===== config.mk =====
export PLATFORM = sky130hd
export DESIGN_NAME = cursor_regport
export DESIGN_NICKNAME = d
export VERILOG_FILES = /design/src/rtl/cursor_regport_pkg.sv /design/src/rtl/cursor_regport_ctrl.sv /design/src/rtl/cursor_regport_dp.sv /design/src/rtl/cursor_regport.sv
export SDC_FILE = /design/constraint.sdc
export NUM_CORES = 1
export LEC_CHECK = 0
export BUFFER_PORTS_ARGS = -buffer_cell sky130_fd_sc_hd__buf_2
export CAP_MARGIN = 5
export CORE_MARGIN = 4
export CORE_UTILIZATION = 44
export CTS_CLUSTER_DIAMETER = 50
export DETAILED_ROUTE_END_ITERATION = 10
export HOLD_SLACK_MARGIN = 0.05
export PLACE_DENSITY = 0.78
export SETUP_SLACK_MARGIN = 0.3
export SLEW_MARGIN = 5
export SYNTH_ARGS = -nofsm -noshare
export SYNTH_HDL_FRONTEND = slang
export SYNTH_HIERARCHICAL = 1
export SYNTH_SLANG_ARGS = --single-unit

===== constraint.sdc =====
create_clock -name clk -period 5.1 [get_ports clk]
set_clock_uncertainty 0.2 [all_clocks]
set_input_delay 1.02 -clock clk [delete_from_list [all_inputs] [get_ports clk]]
set_output_delay 1.02 -clock clk [all_outputs]
set_load 0.02 [all_outputs]

===== src/rtl/cursor_regport_pkg.sv =====
package cursor_regport_pkg;
  typedef enum logic [1:0] {
    PORT_ADDR_LO = 2'd0,
    PORT_ADDR_HI = 2'd1,
    PORT_MAP     = 2'd2,
    PORT_REG     = 2'd3
  } portSel_e;

  typedef struct packed {
    logic ldLo;
    logic ldHi;
    logic regWr;
    logic mapWr;
    logic rdLo;
    logic rdHi;
    logic regRd;
    logic mapRd;
    logic adv;
  } strobe_t;
endpackage


===== src/rtl/cursor_regport_ctrl.sv =====
module cursor_regport_ctrl
  import cursor_regport_pkg::*;
(
  input  logic       clk,
  input  logic       rst,
  input  logic [1:0] hostSel,
  input  logic       hostWr,
  input  logic       hostRd,
  output strobe_t    stb,
  output logic       rdValid,
  output logic       rdFromMap
);
  logic rdTake;
  assign rdTake = hostRd && !hostWr;  // write wins

  always_comb begin
    stb       = '0;
    stb.ldLo  = hostWr && (hostSel == PORT_ADDR_LO);
    stb.ldHi  = hostWr && (hostSel == PORT_ADDR_HI);
    stb.mapWr = hostWr && (hostSel == PORT_MAP);
    stb.regWr = hostWr && (hostSel == PORT_REG);
    stb.rdLo  = rdTake && (hostSel == PORT_ADDR_LO);
    stb.rdHi  = rdTake && (hostSel == PORT_ADDR_HI);
    stb.mapRd = rdTake && (hostSel == PORT_MAP);
    stb.regRd = rdTake && (hostSel == PORT_REG);
    stb.adv   = stb.mapWr || stb.regWr || stb.mapRd || stb.regRd;
  end

  always_ff @(posedge clk) begin
    if (rst) begin
      rdValid   <= 1'b0;
      rdFromMap <= 1'b0;
    end else begin
      rdValid   <= rdTake;
      rdFromMap <= stb.mapRd;
    end
  end

  // a colliding write and read produces no read response
  a_r11_write_wins: assert property (@(posedge clk) disable iff (rst)
    (hostWr && hostRd) |=> !rdValid);
  // at most one access kind per cycle
  a_r3_one_access: assert property (@(posedge clk) disable iff (rst)
    $onehot0({stb.ldLo, stb.ldHi, stb.regWr, stb.mapWr,
              stb.rdLo, stb.rdHi, stb.regRd, stb.mapRd}));
endmodule


===== src/rtl/cursor_regport_dp.sv =====
module cursor_regport_dp
  import cursor_regport_pkg::*;
#(
  parameter int ADDR_W    = 9,
  parameter int DATA_W    = 16,
  parameter int REG_COUNT = 13,
  parameter int COORD_W   = 12
) (
  input  logic                 clk,
  input  logic                 rst,
  input  strobe_t              stb,
  input  logic                 rdFromMap,
  input  logic [DATA_W-1:0]    wrData,
  input  logic [DATA_W-1:0]    ramRdata,
  output logic [ADDR_W-1:0]    ptr,
  output logic [DATA_W-1:0]    rdData,
  output logic [7:0]           cmdByte,
  output logic [COORD_W-1:0]   coords [(REG_COUNT-1)/2]
);
  localparam int HI_BITS   = COORD_W - 8;
  localparam int PAIRS     = (REG_COUNT - 1) / 2;
  localparam int PTR_HI_W  = ADDR_W - 8;

  logic [7:0] regs [REG_COUNT];
  logic [7:0] byteSel;
  logic [7:0] rdByteQ;
  logic [8*REG_COUNT-1:0] regFlat;

  // pointer
  always_ff @(posedge clk) begin
    if (rst)            ptr <= '0;
    else if (stb.ldLo)  ptr[7:0] <= wrData[7:0];
    else if (stb.ldHi)  ptr[ADDR_W-1:8] <= wrData[PTR_HI_W-1:0];
    else if (stb.adv)   ptr <= ptr + 1'b1;
  end

  // register file
  for (genvar i = 0; i < REG_COUNT; i++) begin : g_reg
    localparam bit IS_HI = (i > 0) && (i % 2 == 0);
    localparam logic [7:0] KEEP = IS_HI ? 8'((1 << HI_BITS) - 1) : 8'hFF;
    always_ff @(posedge clk) begin
      if (rst) regs[i] <= '0;
      else if (stb.regWr && (ptr == ADDR_W'(i))) regs[i] <= wrData[7:0] & KEEP;
    end
    assign regFlat[8*i +: 8] = regs[i];
  end

  for (genvar k = 0; k < PAIRS; k++) begin : g_coord
    assign coords[k] = {regs[2*k+2][HI_BITS-1:0], regs[2*k+1]};
  end
  assign cmdByte = regs[0];

  always_comb begin
    byteSel = '0;
    for (int i = 0; i < REG_COUNT; i++)
      if (ptr == ADDR_W'(i)) byteSel = regs[i];
  end

  always_ff @(posedge clk) begin
    if (rst)            rdByteQ <= '0;
    else if (stb.rdLo)  rdByteQ <= ptr[7:0];
    else if (stb.rdHi)  rdByteQ <= 8'(ptr[ADDR_W-1:8]);
    else if (stb.regRd) rdByteQ <= byteSel;
  end

  assign rdData = rdFromMap ? ramRdata : {rdByteQ, rdByteQ};

  // a data access moves the pointer forward by exactly one
  a_r3_advance: assert property (@(posedge clk) disable iff (rst)
    stb.adv |=> ptr == ADDR_W'($past(ptr) + 1'b1));
  // low address load takes the low data byte
  a_r1_load_lo: assert property (@(posedge clk) disable iff (rst)
    stb.ldLo |=> ptr[7:0] == $past(wrData[7:0]));
  // register writes outside the map leave the file untouched
  a_r7_ignore: assert property (@(posedge clk) disable iff (rst)
    (stb.regWr && ptr >= ADDR_W'(REG_COUNT)) |=> $stable(regFlat));
endmodule


===== src/rtl/cursor_regport.sv =====
module cursor_regport
  import cursor_regport_pkg::*;
#(
  parameter int ADDR_W    = 9,
  parameter int DATA_W    = 16,
  parameter int REG_COUNT = 13,
  parameter int COORD_W   = 12
) (
  input  logic               clk,
  input  logic               rst,
  input  logic [1:0]         hostSel,
  input  logic               hostWr,
  input  logic               hostRd,
  input  logic [DATA_W-1:0]  hostWdata,
  output logic [DATA_W-1:0]  hostRdata,
  output logic               hostRvalid,
  output logic [ADDR_W-1:0]  ramAddr,
  output logic               ramWe,
  output logic               ramRe,
  output logic [DATA_W-1:0]  ramWdata,
  input  logic [DATA_W-1:0]  ramRdata,
  output logic [7:0]         cmdReg,
  output logic [COORD_W-1:0] cursorX,
  output logic [COORD_W-1:0] cursorY,
  output logic [COORD_W-1:0] windowX,
  output logic [COORD_W-1:0] windowY,
  output logic [COORD_W-1:0] windowW,
  output logic [COORD_W-1:0] windowH
);
  localparam int PAIRS = (REG_COUNT - 1) / 2;

  strobe_t            stb;
  logic               rdFromMap;
  logic [COORD_W-1:0] coords [PAIRS];

  cursor_regport_ctrl u_ctrl (
    .clk(clk), .rst(rst), .hostSel(hostSel), .hostWr(hostWr), .hostRd(hostRd),
    .stb(stb), .rdValid(hostRvalid), .rdFromMap(rdFromMap)
  );

  cursor_regport_dp #(
    .ADDR_W(ADDR_W), .DATA_W(DATA_W), .REG_COUNT(REG_COUNT), .COORD_W(COORD_W)
  ) u_dp (
    .clk(clk), .rst(rst), .stb(stb), .rdFromMap(rdFromMap), .wrData(hostWdata),
    .ramRdata(ramRdata), .ptr(ramAddr), .rdData(hostRdata), .cmdByte(cmdReg),
    .coords(coords)
  );

  assign ramWe    = stb.mapWr;
  assign ramRe    = stb.mapRd;
  assign ramWdata = hostWdata;

  assign cursorX = coords[0];
  assign cursorY = coords[1];
  assign windowX = coords[2];
  assign windowY = coords[3];
  assign windowW = coords[4];
  assign windowH = coords[5];

  // byte-wide responses are mirrored on both halves
  a_r4_mirror: assert property (@(posedge clk) disable iff (rst)
    (hostRvalid && !rdFromMap) |-> hostRdata[15:8] == hostRdata[7:0]);
  // RAM writes only come from host map writes
  a_r8_we_source: assert property (@(posedge clk) disable iff (rst)
    ramWe |-> (hostWr && hostSel == PORT_MAP));
  // a lone read is answered in the next cycle
  a_r9_rvalid: assert property (@(posedge clk) disable iff (rst)
    (hostRd && !hostWr) |=> hostRvalid);
endmodule


==> flow_summary.json <==
{
  "run_status": "finished, final reports clean",
  "cp_cell_sequence": "ha_1 > nor4bb_1 > nand3_1 > a221oi_1 > a311oi_1 > a311oi_1",
  "hold_path.class": "reg -> reg",
  "critical_path_class": "reg -> reg",
  "cts.reportedPaths.clkPinSlew_ns": 0.07,
  "initialDrtViolationCount": 490,
  "number_of_global_route_vias_before_repair": 4774,
  "drc_viols": 0,
  "fillCellCount": 1082,
  "critical-path-max-stage-delay_ns": 0.72,
  "met2_layer_usage_reported_by_global_route_pct": 38.3,
  "endpoint_kind": "flip-flop",
  "power.switching_uw": 526,
  "global_route.usage.met1_pct": 31.6,
  "synthMuxAreaShare_pct": 0.542,
  "clk-insertion-delay-late_ns": 0.35,
  "hold_path_startpoint": "u_dp/rdByteQ[5]$_SDFFE_PP0P_",
  "synthFlopType": "sky130_fd_sc_hd__edfxtp_1",
  "setup_viol": 0,
  "static_power_due_to_leakage_nw": 2.77,
  "number_of_buffers_created_by_cts": 9,
  "clockPowerShare_pct": 33.0,
  "post-cts-setup-buffer-count": 0,
  "timing.reg2reg.setup_slack_ns": 1.91,
  "comb_power_share_pct": 16.6,
  "final_antenna_net_count": 0,
  "critical_path_buf_inv_count": 0,
  "critical_path.most_common_cell": "sky130_fd_sc_hd__a311oi_1",
  "finalSetupTns_ns": 0,
  "ys_ff_latch": 99,
  "largest_family_of_logic_cells_by_synthesized_area": "simple AND/OR/NAND/NOR gates",
  "power_switching_share_pct": 28.4,
  "place_ws_ns": 2.00,
  "synthesis.instances": 569,
  "synthDominantCellAreaShare_pct": 43.3,
  "worstReg2RegStart": "u_dp/ptr[0]$_SDFFE_PP0P_",
  "grt_antenna_before_repair": 0,
  "postSynth.asyncResetShare_pct": 0,
  "syn-mean-instance-area_um2": 9.74,
  "fraction_of_the_mapped_netlist_area_in_compound_gates_pct": 14.1,
  "finalMaxSlewViolations": 0,
  "maxClockFrequency_ghz": 0.314,
  "yosysUniqueCellTypes": 66,
  "wire_per_inst_um": 20.8,
  "starting_density_pct": 45.6,
  "final_net_count": 722,
  "synth_xor_xnor_area_share_pct": 1.11,
  "rsz0062_at_grt": "false",
  "dr_total_vias": 4985,
  "yosysTopAreaCell": "sky130_fd_sc_hd__edfxtp_1",
  "max-vdd-ir-drop_mv": 0.230,
  "cts_max_level": 3,
  "core_region_area_mm2": 0.0122,
  "synthToLayoutAreaGrowth_pct": 17.5,
  "largest_fanout_on_the_critical_path": 17,
  "reg2reg_to": "u_dp/rdByteQ[7]$_SDFFE_PP0P_",
  "critPathSlowestCell": "sky130_fd_sc_hd__nor4bb_1",
  "grt_max_degree": 36,
  "cts.hold.buffers_added": 0,
  "timing.final.crit_period_ns": 3.19,
  "ys_warn_count": 6,
  "worstSetupStartpointType": "flip-flop",
  "timing.critical_path.required_ns": 5.15,
  "portBuffers": 145,
  "drt-pass1-iter-count": 6,
  "placed_cells_incl_taps": 837,
  "setup_ws_ns": 1.91,
  "post_route_cells_drive_above_1_share_pct": 26.9,
  "layout_worst_path_cycle_share_pct": 62.5,
  "design.die.area_mm2": 0.0145,
  "pin_count": 162,
  "fp.dieW_um": 120,
  "cts_sinks": 99,
  "transition_at_the_pin_with_the_smallest_max_transition_slack_ns": 0.852,
  "finish.cell_count_without_fillers": 853,
  "powerDensity_mw_per_mm2": 284,
  "grt_use_met3_pct": 5.43,
  "gr-usage-all-layers_pct": 24.1,
  "cts_buffer_depth": 2,
  "pwr-share-seq_pct": 50.5,
  "wirelength_um": 17800,
  "hold-path-endpoint": "u_dp/rdByteQ[5]$_SDFFE_PP0P_",
  "synth_nets": 611,
  "synthTopCellsByArea": "sky130_fd_sc_hd__edfxtp_1, sky130_fd_sc_hd__dfxtp_1, sky130_fd_sc_hd__and2_1, sky130_fd_sc_hd__nand2_1, sky130_fd_sc_hd__nor2_1",
  "critical_path_arrival_ns": 3.24,
  "die_height_um": 120,
  "hold_viol": 0,
  "synth-seq-area-share_pct": 50.2,
  "grt_first_pass_wirelength_um": 26600,
  "finalWeightedCongestion": 0.955,
  "ctsRootBufferMaster": "sky130_fd_sc_hd__clkbuf_16",
  "critical_path.top_delay_family": "compound AO/OA/AOI/OAI gates",
  "dp_hpwl_um": 13100,
  "internal_power_summed_over_all_cells_mw": 1.32,
  "min_delay_path_depth": 2,
  "timing.slew.headroom_pct": 42.4,
  "busiest_layer": "met2",
  "grt_overflow": 0,
  "synth_enable_flop_cells": 80,
  "cts_tree": "yes",
  "drv.max_cap_violation_count": 0,
  "n_antenna_cell": 0,
  "worst-r2r-cell-count": 6,
  "synthSimpleGateAreaFrac_pct": 27.7,
  "adder_cell_area_share_of_the_yosys_netlist_pct": 0.903,
  "fp-row-count": 40,
  "ctsResizeCount": 0,
  "synth.cell_area_mm2": 0.00554,
  "routed_via_density": 5.84
}
[logic make-up after synthesis]
logic type | Yosys count
buf+inv | 61
simple gates | 285
compound gates | 110
flops | 99
fa+ha+maj | 4
xor+xnor | 7
mux | 3
[tightest hold or removal path: stages, from the launching register on]
cell	delay, ns
sky130_fd_sc_hd__dfxtp_1	0.32
sky130_fd_sc_hd__nor2_1	0.12
sky130_fd_sc_hd__a311oi_1	0.06
[how the worst max path moves through the flow]
| stage | slack (ns) | to | start | cells after the start |
|---|---|---|---|---|
| 2_1_floorplan | 2.33 | u_dp/rdByteQ[0]$_SDFFE_PP0P_ | hostWr | 6 |
| 3_3_place_gp | 2.07 | u_dp/regs[0][6]$_SDFFCE_PN0P_ | hostSel[1] | 7 |
| 3_5_place_dp | 2.00 | u_dp/regs[0][7]$_SDFFCE_PN0P_ | hostSel[1] | 7 |
| 4_1_cts | 2.04 | u_dp/rdByteQ[7]$_SDFFE_PP0P_ | u_dp/ptr[0]$_SDFFE_PP0P_ | 6 |
| 5_1_grt | 1.76 | u_dp/rdByteQ[7]$_SDFFE_PP0P_ | u_dp/ptr[0]$_SDFFE_PP0P_ | 6 |
| 6_report | 1.91 | u_dp/rdByteQ[7]$_SDFFE_PP0P_ | u_dp/ptr[0]$_SDFFE_PP0P_ | 6 |
[per-layer routing]
layer  up-vias  routed length (um)
li1       2258                   -
met1      2324                6990
met2       349                7990
met3        54                2090
met4         0                 699
met5         -                   0
[layout by cell type, fill, tap and decap left out, types with 6 or more instances in the layout]
| cell type | n |
|---|---|
| sky130_fd_sc_hd__and3_1 | 16 |
| sky130_fd_sc_hd__edfxtp_1 | 80 |
| sky130_fd_sc_hd__buf_2 | 145 |
| sky130_fd_sc_hd__o22ai_1 | 10 |
| sky130_fd_sc_hd__a21o_1 | 6 |
| sky130_fd_sc_hd__a311oi_1 | 8 |
| sky130_fd_sc_hd__and2_1 | 52 |
| sky130_fd_sc_hd__nor3_1 | 14 |
| sky130_fd_sc_hd__dfxtp_1 | 19 |
| sky130_fd_sc_hd__a31o_2 | 7 |
| sky130_fd_sc_hd__inv_1 | 10 |
| sky130_fd_sc_hd__nor2b_1 | 7 |
| sky130_fd_sc_hd__nand3_1 | 16 |
| sky130_fd_sc_hd__clkbuf_16 | 9 |
| sky130_fd_sc_hd__nand3b_1 | 8 |
| sky130_fd_sc_hd__o21ai_0 | 16 |
| sky130_fd_sc_hd__a21oi_1 | 25 |
| sky130_fd_sc_hd__nand2b_1 | 18 |
| sky130_fd_sc_hd__nand2_1 | 73 |
| sky130_fd_sc_hd__nor2_1 | 48 |
[power groups by stage]
stage               clock (mW)  combinational, mW  sequential [mW]
finish                   0.609              0.306            0.934
CTS                      0.620              0.301            0.933
global route             0.653              0.326            0.937
global placement             0              0.295            0.950
floorplan                    0              0.174            0.974
detailed placement           0              0.300            0.950
[synth_stat cells (all sizes together) (2+ instances only)]
cell    instances
mux2i           3
nor4            6
xnor2           2
o211a           2
buf            24
a221oi          4
or2             5
and2           52
nor3           17
o22ai          10
a311oi          9
nor2b           7
a41oi           2
or3             4
clkbuf         26
nand4           2
a21oi          25
a21o            6
o311ai          2
or4             2
a22o            4
a211o           2
a31o            7
edfxtp         80
nor4bb          2
o21a            2
and3           17
nand3b          8
a211oi          5
dfxtp          19
ha              4
o21ai          16
nand2b         20
xor2            5
nand2          73
a22oi           3
nor2           48
nand3          16
inv            10
and3b           4
[stage by stage]
stage / area (um2) / hold slack [ns] / utilization, % / power (mW)
final: 6520 / 0.346 / 53.6 / 1.85
after global placement: 6250 / 0.315 / 51.4 / 1.24
after global routing: 6520 / 0.363 / 53.6 / 1.91
after floorplan: 5540 / 0.277 / - / 1.15
after detailed placement: 6250 / 0.329 / 51.4 / 1.25
after CTS: 6520 / 0.339 / 53.6 / 1.85
[flip-flops by register name, indices dropped and copies added, names as in the netlist]
register	cells
u_ctrl/rdFromMap	1
u_ctrl/rdValid	1
u_dp/ptr	9
u_dp/rdByteQ	8
u_dp/regs	80
[area by class of cell]
| class | instances | area [um2] | area share (%) |
|---|---|---|---|
| clock buffers | 10 | 229 | 3.51 |
| repair buffers | 150 | 763 | 11.7 |
| multi-input cells | 409 | 2460 | 37.7 |
| well taps | 168 | 210 | 3.23 |
| clock inverters | 6 | 32.5 | 0.499 |
| inverters | 11 | 41.3 | 0.634 |
| flip-flops and latches | 99 | 2780 | 42.7 |
Note: power is estimated with default switching activity, not from simulation.
